$ cat config.mk
export PLATFORM = sky130hd
export DESIGN_NAME = radio_gpio_bank
export DESIGN_NICKNAME = d
export VERILOG_FILES = /design/src/rtl/radio_gpio_pkg.sv /design/src/rtl/rgb_ctrl.sv /design/src/rtl/rgb_datapath.sv /design/src/rtl/radio_gpio_bank.sv
export SDC_FILE = /design/constraint.sdc
export NUM_CORES = 1
export LEC_CHECK = 0
export BUFFER_PORTS_ARGS = -buffer_cell sky130_fd_sc_hd__buf_2
export CORE_ASPECT_RATIO = 1.75
export CORE_MARGIN = 1
export CORE_UTILIZATION = 55
export DETAILED_ROUTE_END_ITERATION = 10
export GPL_ROUTABILITY_DRIVEN = 0
export PLACE_DENSITY = 0.74
export REMOVE_ABC_BUFFERS = 1
export SLEW_MARGIN = 20
export SYNTH_ARGS = -nofsm -noshare
export SYNTH_HDL_FRONTEND = slang
export SYNTH_HIERARCHICAL = 1
export SYNTH_SLANG_ARGS = --single-unit
$ cat constraint.sdc
create_clock -name clk -period 2.8 [get_ports clk]
set_input_delay 0.84 -clock clk [delete_from_list [all_inputs] [get_ports clk]]
set_output_delay 0.84 -clock clk [all_outputs]
set_load 0.005 [all_outputs]
$ cat src/rtl/radio_gpio_pkg.sv
package radio_gpio_pkg;
  localparam int ADDR_W   = 3;
  localparam int NUM_CFG  = 7;   // writable registers at addresses 0..6
  localparam int A_MODE   = 0;
  localparam int A_DIR    = 1;
  localparam int A_MANUAL = 2;
  localparam int A_IDLE   = 3;   // patterns follow in {tx,rx} order
  localparam int A_RDBK   = 7;

  typedef struct packed {
    logic [NUM_CFG-1:0] wrHit;     // one-hot register update strobe
    logic [1:0]         stateSel;  // {tx, rx}
  } ctrlStrobes_t;
endpackage

$ cat src/rtl/rgb_ctrl.sv
module rgb_ctrl
  import radio_gpio_pkg::*;
(
  input  logic              clk,
  input  logic              rstN,
  input  logic              wrEn,
  input  logic [ADDR_W-1:0] wrAddr,
  input  logic              txActive,
  input  logic              rxActive,
  output ctrlStrobes_t      strobes
);
  always_comb begin
    strobes.wrHit    = '0;
    strobes.stateSel = {txActive, rxActive};
    for (int i = 0; i < NUM_CFG; i++) begin
      if (wrEn && (int'(wrAddr) == i)) strobes.wrHit[i] = 1'b1;
    end
  end

  a_r2_single_target: assert property (@(posedge clk) disable iff (!rstN)
    $onehot0(strobes.wrHit));
  a_r9_readback_write_dropped: assert property (@(posedge clk) disable iff (!rstN)
    (wrEn && int'(wrAddr) == A_RDBK) |-> (strobes.wrHit == '0));
endmodule

$ cat src/rtl/rgb_datapath.sv
module rgb_datapath
  import radio_gpio_pkg::*;
#(
  parameter int PINS = 12
) (
  input  logic              clk,
  input  logic              rstN,
  input  ctrlStrobes_t      strobes,
  input  logic [PINS-1:0]   wrData,
  input  logic [PINS-1:0]   wrMask,
  input  logic [ADDR_W-1:0] rdAddr,
  output logic [PINS-1:0]   rdData,
  input  logic [PINS-1:0]   padIn,
  output logic [PINS-1:0]   padOut,
  output logic [PINS-1:0]   padOe
);
  logic [PINS-1:0] cfg [NUM_CFG];
  logic [PINS-1:0] syncA, syncB;
  logic [PINS-1:0] pattern, nextOut, readback;

  for (genvar g = 0; g < NUM_CFG; g++) begin : g_cfg
    always_ff @(posedge clk or negedge rstN) begin
      if (!rstN)                 cfg[g] <= '0;
      else if (strobes.wrHit[g]) cfg[g] <= (cfg[g] & ~wrMask) | (wrData & wrMask);
    end

    a_r2_masked_update: assert property (@(posedge clk) disable iff (!rstN)
      strobes.wrHit[g] |=> ((cfg[g] & ~$past(wrMask)) == ($past(cfg[g]) & ~$past(wrMask)))
                        && ((cfg[g] & $past(wrMask)) == ($past(wrData) & $past(wrMask))));
    a_r2_hold_unwritten: assert property (@(posedge clk) disable iff (!rstN)
      !strobes.wrHit[g] |=> $stable(cfg[g]));
  end

  always_ff @(posedge clk or negedge rstN) begin
    if (!rstN) begin
      syncA  <= '0;
      syncB  <= '0;
      padOut <= '0;
    end else begin
      syncA  <= padIn;
      syncB  <= syncA;
      padOut <= nextOut;
    end
  end

  always_comb begin
    pattern  = cfg[A_IDLE + int'(strobes.stateSel)];
    nextOut  = (cfg[A_MODE] & pattern) | (~cfg[A_MODE] & cfg[A_MANUAL]);
    readback = syncB & ~cfg[A_DIR];
    padOe    = cfg[A_DIR];
  end

  always_comb begin
    case (rdAddr)
      3'd0:    rdData = cfg[0];
      3'd1:    rdData = cfg[1];
      3'd2:    rdData = cfg[2];
      3'd3:    rdData = cfg[3];
      3'd4:    rdData = cfg[4];
      3'd5:    rdData = cfg[5];
      3'd6:    rdData = cfg[6];
      default: rdData = readback;
    endcase
  end

  a_r7_manual_write_spares_auto: assert property (@(posedge clk) disable iff (!rstN)
    (strobes.wrHit[A_MANUAL] && $stable(strobes.stateSel) && !strobes.wrHit[A_MODE]
     && (strobes.wrHit & ~(NUM_CFG'(1) << A_MANUAL)) == '0)
    |=> ##1 ((padOut & cfg[A_MODE]) == ($past(padOut) & cfg[A_MODE]))
            || !$stable(strobes.stateSel) || (strobes.wrHit != '0) || ($past(strobes.wrHit) != '0));
endmodule

$ cat src/rtl/radio_gpio_bank.sv
module radio_gpio_bank
  import radio_gpio_pkg::*;
#(
  parameter int PINS = 12
) (
  input  logic              clk,
  input  logic              rstN,
  input  logic              wrEn,
  input  logic [ADDR_W-1:0] wrAddr,
  input  logic [PINS-1:0]   wrData,
  input  logic [PINS-1:0]   wrMask,
  input  logic [ADDR_W-1:0] rdAddr,
  output logic [PINS-1:0]   rdData,
  input  logic              txActive,
  input  logic              rxActive,
  input  logic [PINS-1:0]   padIn,
  output logic [PINS-1:0]   padOut,
  output logic [PINS-1:0]   padOe
);
  ctrlStrobes_t strobes;

  rgb_ctrl u_ctrl (
    .clk(clk), .rstN(rstN), .wrEn(wrEn), .wrAddr(wrAddr),
    .txActive(txActive), .rxActive(rxActive), .strobes(strobes)
  );

  rgb_datapath #(.PINS(PINS)) u_dp (
    .clk(clk), .rstN(rstN), .strobes(strobes), .wrData(wrData), .wrMask(wrMask),
    .rdAddr(rdAddr), .rdData(rdData), .padIn(padIn), .padOut(padOut), .padOe(padOe)
  );

  a_r8_outputs_read_zero: assert property (@(posedge clk) disable iff (!rstN)
    (int'(rdAddr) == A_RDBK) |-> ((rdData & padOe) == '0));
  a_r3_oe_after_dir_write: assert property (@(posedge clk) disable iff (!rstN)
    (wrEn && int'(wrAddr) == A_DIR)
    |=> (padOe == (($past(padOe) & ~$past(wrMask)) | ($past(wrData) & $past(wrMask)))));
endmodule

==> results of run 1 <==
## synthesized netlist by cell type
| cell type | n | area [sq um] |
|---|---|---|
| a21oi_1 | 12 | 60.1 |
| a221oi_1 | 12 | 105 |
| a311oi_1 | 12 | 105 |
| and2b_4 | 2 | 20.0 |
| and4b_2 | 3 | 33.8 |
| and4bb_2 | 3 | 37.5 |
| buf_1 | 1 | 3.75 |
| buf_12 | 1 | 20.0 |
| buf_2 | 4 | 20.0 |
| buf_4 | 16 | 120 |
| buf_6 | 4 | 45.0 |
| clkbuf_1 | 12 | 45.0 |
| dfrtp_1 | 120 | 3000 |
| ha_1 | 1 | 12.5 |
| inv_1 | 1 | 3.75 |
| inv_2 | 1 | 3.75 |
| mux2_1 | 12 | 135 |
| mux2_2 | 96 | 1080 |
| mux4_1 | 4 | 105 |
| mux4_2 | 20 | 450 |
| nand2_1 | 85 | 319 |
| nand2b_1 | 12 | 75.1 |
| nand3b_1 | 9 | 67.6 |
| nor2b_1 | 11 | 68.8 |
| nor4b_2 | 1 | 15.0 |
| o21ai_0 | 8 | 40.0 |
| o22ai_1 | 4 | 25.0 |
## layer usage
layer,GRT usage [%],vias to the layer above,wire length [microns]
li1,-,1877,-
met4,17.4,0,652
met5,0,-,0
met3,6.12,47,864
met2,49.7,197,8220
met1,34.7,2206,5780
## layout by cell type (no fill, tap or decap)
cell and instances:
nand3b_1 9, nand2b_1 12, mux2_4 6, clkbuf_8 3
clkbuf_16 17, mux2_2 90, a311oi_1 12, inv_1 1
a221oi_1 12, clkbuf_1 2, and2b_4 2, and4b_2 3
dfrtp_1 120, mux4_2 24, buf_4 23, bufinv_16 3
nor2b_1 11, inv_2 1, and4bb_2 3, nand2_1 85
buf_12 6, ha_1 1, o22ai_1 4, buf_2 74
buf_16 2, clkinv_2 5, mux2_1 12, o21ai_0 8
buf_6 5, clkinvlp_4 1, a21oi_1 12, nor4b_2 1
## kinds of logic (layout without fill, tap and decap cells)
kind of cell	Yosys count	in the layout	synth area share, %
multiplexers	132	132	29.4
AND/OR/NAND/NOR	126	126	10.6
flip-flops	120	120	49.9
AO/OA/AOI/OAI	48	48	5.57
buffers and inverters	40	143	4.34
adder cells (fa/ha/maj)	1	1	0.208
## per-stage QoR
| step | setup WS [ns] | total power, mW | area, sq um |
|---|---|---|---|
| 5_1_grt | -0.0794 | 6.02 | 7310 |
| 4_1_cts | -0.0428 | 5.78 | 7260 |
| 6_report | -0.0427 | 5.79 | 7310 |
| 3_3_place_gp | -0.138 | 3.44 | 6530 |
| 2_1_floorplan | 0.0382 | 3.00 | 5770 |
| 3_5_place_dp | -0.152 | 3.51 | 6530 |
## critical path: stages
cell and delay, ns:
buf_12 0.11, buf_12 0.14, mux4_2 0.51, mux2_2 0.27, buf_2 0.12
## timing repair
item	in CTS	in global routing
buffers inserted	5	1
endpoints found under the setup margin	12	12
gates cloned	2	0
gates resized for setup	20	8
hold buffers	0	0
## layout make-up
type | instances | area, sq um
clock buffer | 22 | 474
clock inverter | 9 | 123
fill | 766 | 3390
inverter | 2 | 7.51
multi-input combinational | 307 | 2760
sequential | 120 | 3000
tap | 130 | 163
timing repair buffer | 110 | 774
## how the worst max path moves through the flow
stage | from | to
2_1_floorplan | rxActive | u_dp/padOut[10]
3_3_place_gp | rdAddr[1] | rdData[10]
3_5_place_dp | rdAddr[1] | rdData[0]
4_1_cts | rdAddr[1] | rdData[0]
5_1_grt | rdAddr[1] | rdData[1]
6_report | rdAddr[1] | rdData[1]
## power breakdown
part / total [mW] / internal (mW) / switching, mW / leakage (nW)
clock: 2.20 / 1.46 / 0.745 / 0.296
sequential: 2.39 / 2.10 / 0.291 / 1.45
combinational: 1.20 / 0.724 / 0.471 / 1.44
total: 5.79 / 4.28 / 1.51 / 3.19
==> impl_metrics.tcl, run 1 <==
set metrics [dict create \
    p_leak_nw 3.19 \
    synth.avg_cell_area_sq_um 12.9 \
    path_clk_slew_ns 0.05 \
    pwr_density_cell_nw_per_um2 792 \
    clock_latency_ns 0.41 \
    synth_cells 467 \
    cts_tree "done" \
    finalClockSkew_ns 0.00612 \
    violations "negative setup slack" \
    fmax_ghz 0.352 \
    grt.overflow.total 0 \
    die_area_sq_um 11400 \
    setup_tns_ns -0.313 \
    setup.worst_path.class "in2out" \
    maxCapViolations 0 \
    clockBufferDepth 2 \
    grt_pass1_wl_mm 24.5 \
    hold_class "in2async" \
    via_per_inst 6.18 \
    fin_util_pct 68.3 \
    cp-end-kind "primary output" \
    final_cells 700 \
    drc 0 \
    start_util_pct 56.3 \
    r2r_cells 3 \
    dp.cells 661 \
    cts.sinks 120 \
    grt_max_degree 73 \
    dieHeight_microns 140 \
    yosys_warnings 6 \
    drt_iter0_drc 279 \
    grt_pass1_vias 4635 \
    whs_ns 0.309 \
    drt_wl_total_mm 15.5 \
    setup_viol 12 \
    ir_drop_v 0.000512 \
    regToRegSetupSlack_ns 1.51 \
    io_pins 83 \
    cts.htree.levels 4 \
    setup_ws_ns -0.0427 \
    critPathArrivalTime_ns 2.00 \
    die_w_microns 81.1 \
    maxSlewViolCount 0 \
    syn-cell-area_sq_um 6020 \
    root_buffer "clkbuf_16" \
    critical_path_required_ns 1.96 \
    ys_ff_latch 120 \
    area_delta_synth_final_pct 21.4 \
    path_max_fanout 8 \
    routed-via-count 4327 \
    critPathLaunchType "primary input" \
    first_pass_iters 7 \
    port_buffers 82 \
    ant_nets 0 \
    hold_viol 0 \
    antennaDiodeCount 0 \
    rsz0062_at_grt "true" \
    slew_headroom_pct 66.9 \
    seq_area_frac_synth_pct 49.9 \
    final_nets 606 \
    antenna_found_initial 0 \
    cts_buffers 17 \
    drive_gt1_share_pct 47.2 \
    grtUsageTotal_pct 29.8 \
    synth_cell_types 27 \
    worstMarginPinSlew_ns 0.496 \
    rows 50 \
    place_hpwl_mm 9.56 \
    reg2reg_to "u_dp/padOut[7]" \
    status "finished with violations" \
    wire_per_inst_microns 22.2 \
    core_area_sq_um 10700 \
    finalCriticalPeriod_ns 2.84 \
    post-route-period-util_pct 102 \
]
Power figures use the tool's default switching activity.
==> run 2: changes to the inputs <==
--- a/config.mk
+++ b/config.mk
@@ -5,7 +5,7 @@
 export SDC_FILE = /design/constraint.sdc
 export NUM_CORES = 1
 export LEC_CHECK = 0
-export BUFFER_PORTS_ARGS = -buffer_cell sky130_fd_sc_hd__buf_2
+export BUFFER_PORTS_ARGS = -buffer_cell sky130_fd_sc_hd__clkbuf_2
 export CORE_ASPECT_RATIO = 1.75
 export CORE_MARGIN = 1
 export CORE_UTILIZATION = 55
==> constraint.sdc (replaced) <==
create_clock -name clk -period 3.1 [get_ports clk]
set_input_delay 0.93 -clock clk [delete_from_list [all_inputs] [get_ports clk]]
set_output_delay 0.93 -clock clk [all_outputs]
set_load 0.005 [all_outputs]
==> impl_metrics.tcl, run 2 (synthesis gave the netlist of run 1 again) <==
set metrics [dict create \
    pwr_density_cell_nw_per_um2 721 \
    die_w_microns 81.1 \
    gr-usage-met1_pct 33.9 \
    total_power_mw 5.19 \
    final_cell_mix "dfrtp_1 (120), mux2_2 (96), nand2_1 (85), clkbuf_2 (80), mux4_2 (20)" \
    critical_path_required_ns 2.17 \
    first_pass_iters 5 \
    final_nets 599 \
    port_buffers 82 \
    placedInstanceArea_sq_um 6520 \
    setup_viol 0 \
    min_delay_worst_endpoint "u_dp/syncB[11]" \
    critPathMostFrequentCell "clkbuf_2" \
    drive_gt1_share_pct 45.6 \
    whs_ns 0.348 \
    dieHeight_microns 140 \
    grt.busiest_layer "met2" \
    grtUsageTotal_pct 29.4 \
    cts_setup_buffers 0 \
    drt_iter0_drc 262 \
    hold_depth 0 \
    drt_wl_total_mm 15.5 \
    regToRegSetupSlack_ns 1.81 \
    grt.overflow.total 0 \
    via_per_inst 6.29 \
    area_delta_synth_final_pct 19.6 \
    hold_buffers 0 \
    grt_max_degree 78 \
    fin_util_pct 67.3 \
    root_buffer "clkbuf_16" \
    r2r_cells 3 \
    maxSlewViolCount 0 \
    wire_per_inst_microns 22.3 \
    die_area_sq_um 11400 \
    start_util_pct 56.3 \
    p_leak_nw 3.15 \
    finalCriticalPeriod_ns 3.07 \
    clockBufferDepth 2 \
    antennaDiodeCount 0 \
    crit_path_max_incr_delay_ns 0.51 \
    place_hpwl_mm 9.65 \
    routed-via-count 4365 \
    slew_headroom_pct 55.6 \
    cp_slowest_cell "mux4_2" \
    cts.sinks 120 \
    path_max_fanout 14 \
    setup.worst_path.class "in2out" \
    cts_tree "done" \
    ir_drop_v 0.000443 \
    rsz0062_at_grt "true" \
    clock_latency_ns 0.41 \
    min_from "u_dp/syncA[11]" \
    critPathArrivalTime_ns 2.14 \
    io_pins 83 \
    ant_nets 0 \
    antenna_found_initial 0 \
    worstMarginPinSlew_ns 0.666 \
    path_clk_slew_ns 0.05 \
    final_common_cell "dfrtp_1" \
    grt_pass1_vias 4560 \
    hold_class "reg2reg" \
    fmax_ghz 0.325 \
    maxCapViolations 0 \
    final_cells 694 \
    status "finished clean" \
    rows 50 \
    critPathLaunchType "primary input" \
    critical_path.cell_chain "clkbuf_2, buf_12, mux4_2, mux2_2, clkbuf_2" \
    fin_area_sq_um 7200 \
    reg2reg_to "u_dp/padOut[8]" \
    cp-end-kind "primary output" \
    cts_buffers 17 \
    hold_viol 0 \
    finalClockSkew_ns 0.00706 \
    grt_pass1_wl_mm 24.1 \
    core_area_sq_um 10700 \
    post-route-period-util_pct 99.2 \
    drc 0 \
    dp.cells 660 \
    cts.htree.levels 4 \
    grtUsageMet2_pct 48.9 \
    use_met3_pct 7.88 \
]
## run 2: changes by cell type in the layout (fill, tap and decap cells not counted), moves of 4 or more
cell and change:
buf_6 -5, mux4_2 -4, buf_4 -6, mux4_1 +4
clkbuf_2 +80, mux2_2 +6, mux2_4 -6, buf_2 -74
## run 2: through the flow
| stage | setup WS, ns | setup TNS (ns) |
|---|---|---|
| after floorplan | 0.248 | 0 |
| after global placement | -0.0357 | -0.130 |
| after detailed placement | -0.0499 | -0.175 |
| after CTS | 0.0279 | 0 |
| after global routing | -0.00365 | -0.00545 |
| final | 0.0263 | 0 |
## run 2: area by class of cell
| class | instances | area, sq um |
|---|---|---|
| Multi-Input combinational cell | 307 | 2760 |
| Sequential cell | 120 | 3000 |
| Tap cell | 130 | 163 |
| Fill cell | 770 | 3500 |
| Clock buffer | 24 | 482 |
| Clock inverter | 8 | 119 |
| Timing Repair Buffer | 103 | 668 |
| Inverter | 2 | 7.51 |
## run 2: routing by layer
layer,vias to the layer above,routed length (microns)
met5,-,0
met4,0,595
met3,48,1030
met2,202,8150
met1,2233,5720
li1,1882,-
## run 2: worst max-delay path by stage
stage                    from              end  slack, ns  depth (start not counted)
floorplan            rxActive  u_dp/padOut[10]       0.25                          5
global placement    rdAddr[1]        rdData[0]      -0.04                          5
detailed placement  rdAddr[1]       rdData[11]      -0.05                          5
CTS                 rdAddr[1]        rdData[5]       0.03                          5
global route        rdAddr[1]        rdData[0]     -0.004                          5
finish              rdAddr[2]        rdData[8]       0.03                          5
## run 2: critical path: cells and delay by family
kind | cells | cell delay (ns)
muxes | 2 | 0.81
buffers and inverters | 3 | 0.40
## run 2: where the power goes
group	switching [mW]	total (mW)	leakage, nW	internal, mW
Combinational	0.419	1.03	1.40	0.610
Sequential	0.273	2.17	1.45	1.90
Clock	0.666	1.99	0.298	1.32
Total	1.36	5.19	3.15	3.83
## run 2: timing repair
| action | in CTS | in global routing |
|---|---|---|
| gates cloned | 2 | 0 |
| setup endpoints to repair | 6 | 2 |
| gates resized for setup | 5 | 0 |
==> run 3: changes to the inputs <==
==> constraint.sdc (replaced) <==
create_clock -name clk -period 3.65 [get_ports clk]
set_input_delay 1.095 -clock clk [delete_from_list [all_inputs] [get_ports clk]]
set_output_delay 1.095 -clock clk [all_outputs]
set_load 0.005 [all_outputs]
==> impl_metrics.tcl, run 3 (synthesis gave the netlist of run 1 again) <==
set metrics [dict create \
    status "finished clean" \
    path_clk_slew_ns 0.05 \
    final_cell_mix "dfrtp_1 (120), mux2_2 (96), nand2_1 (85), clkbuf_2 (81), mux4_2 (20)" \
    finalCriticalPeriod_ns 3.50 \
    ctsResizeCount 0 \
    grt_pass1_wl_mm 22.7 \
    finalClockSkew_ns 0.00947 \
    critical_path_required_ns 2.55 \
    io_pins 83 \
    final_common_cell "dfrtp_1" \
    cts_setup_buffers 0 \
    wire_per_inst_microns 21.2 \
    slew_headroom_pct 62.3 \
    r2r_cells 3 \
    first_pass_iters 7 \
    die_area_sq_um 11400 \
    hold_depth 0 \
    drt_wl_total_mm 14.5 \
    p_leak_nw 3.05 \
    grt.overflow.total 0 \
    whs_ns 0.346 \
    setup_viol 0 \
    ant_nets 0 \
    cts_buffers 17 \
    antennaDiodeCount 0 \
    antenna_found_initial 0 \
    ir_drop_v 0.000407 \
    setup_ws_ns 0.145 \
    rsz0062_at_grt "false" \
    clockBufferDepth 2 \
    dieHeight_microns 140 \
    port_buffers 82 \
    pwr_density_cell_nw_per_um2 597 \
    root_buffer "clkbuf_16" \
    die_w_microns 81.1 \
    hold_class "reg2reg" \
    cts_tree "done" \
    maxCapViolations 0 \
    grt_max_degree 44 \
    grtUsageTotal_pct 27.7 \
    routed-via-count 4194 \
    core_area_sq_um 10700 \
    critPathLaunchType "primary input" \
    cts.sinks 120 \
    grt_pass1_vias 4349 \
    drt_iter0_drc 261 \
    min_from "u_dp/syncA[6]" \
    place_hpwl_mm 9.38 \
    rows 50 \
    drc 0 \
    total_power_mw 4.18 \
    hold_viol 0 \
    drive_gt1_share_pct 44.2 \
    reg2reg_to "u_dp/padOut[8]" \
    cp-end-kind "primary output" \
    fmax_ghz 0.285 \
    min_delay_worst_endpoint "u_dp/syncB[6]" \
    maxSlewViolCount 0 \
    regToRegSetupSlack_ns 2.41 \
    post-route-period-util_pct 96.0 \
    cts.htree.levels 4 \
    path_max_fanout 18 \
    setup_tns_ns 0 \
    final_nets 592 \
    clock_latency_ns 0.41 \
    hold_buffers 0 \
    critPathArrivalTime_ns 2.41 \
    area_delta_synth_final_pct 16.3 \
    setup.worst_path.class "in2out" \
    worstMarginPinSlew_ns 0.565 \
    via_per_inst 6.13 \
    place_worst_setup_slack_ns 0.159 \
    start_util_pct 56.3 \
]
run 3: worst max-delay path by stage:
stage / cells past startpoint / to / from
2_1_floorplan: 5 / u_dp/padOut[10] / rxActive
3_3_place_gp: 5 / rdData[11] / rdAddr[1]
3_5_place_dp: 5 / rdData[0] / rdAddr[1]
4_1_cts: 5 / rdData[0] / rdAddr[1]
5_1_grt: 5 / rdData[0] / rdAddr[1]
6_report: 5 / rdData[0] / rdAddr[1]
run 3: area by class of cell:
cell class / count / area [sq um]
Timing Repair Buffer: 96 / 543
Multi-Input combinational cell: 307 / 2760
Inverter: 2 / 7.51
Fill cell: 816 / 3690
Clock inverter: 3 / 42.5
Clock buffer: 26 / 489
Sequential cell: 120 / 3000
Tap cell: 130 / 163
run 3: per-layer routing:
layer	share of wire, %	global-route usage [%]
met5	0	0
met4	2.7	12.6
met3	6.3	5.93
met2	54	46.6
met1	37	33.2
run 3: power breakdown:
part / internal (mW) / total [mW] / switching [mW]
clock: 0.975 / 1.51 / 0.533
sequential: 1.61 / 1.84 / 0.225
combinational: 0.503 / 0.841 / 0.338
total: 3.09 / 4.18 / 1.09
run 3: critical path: stages:
cell and delay, ns:
clkbuf_2 0.12, buf_12 0.19, mux4_1 0.59, mux2_2 0.29, clkbuf_2 0.11
run 3: through the flow:
step / utilization, % / instances / instance area [sq um]
finish: 65.5 / 684 / 7000
CTS: 65.5 / 684 / 7000
detailed placement: 60.5 / 655 / 6470
floorplan: - / 429 / 5770
global route: 65.5 / 684 / 7000
global placement: 60.5 / 655 / 6470
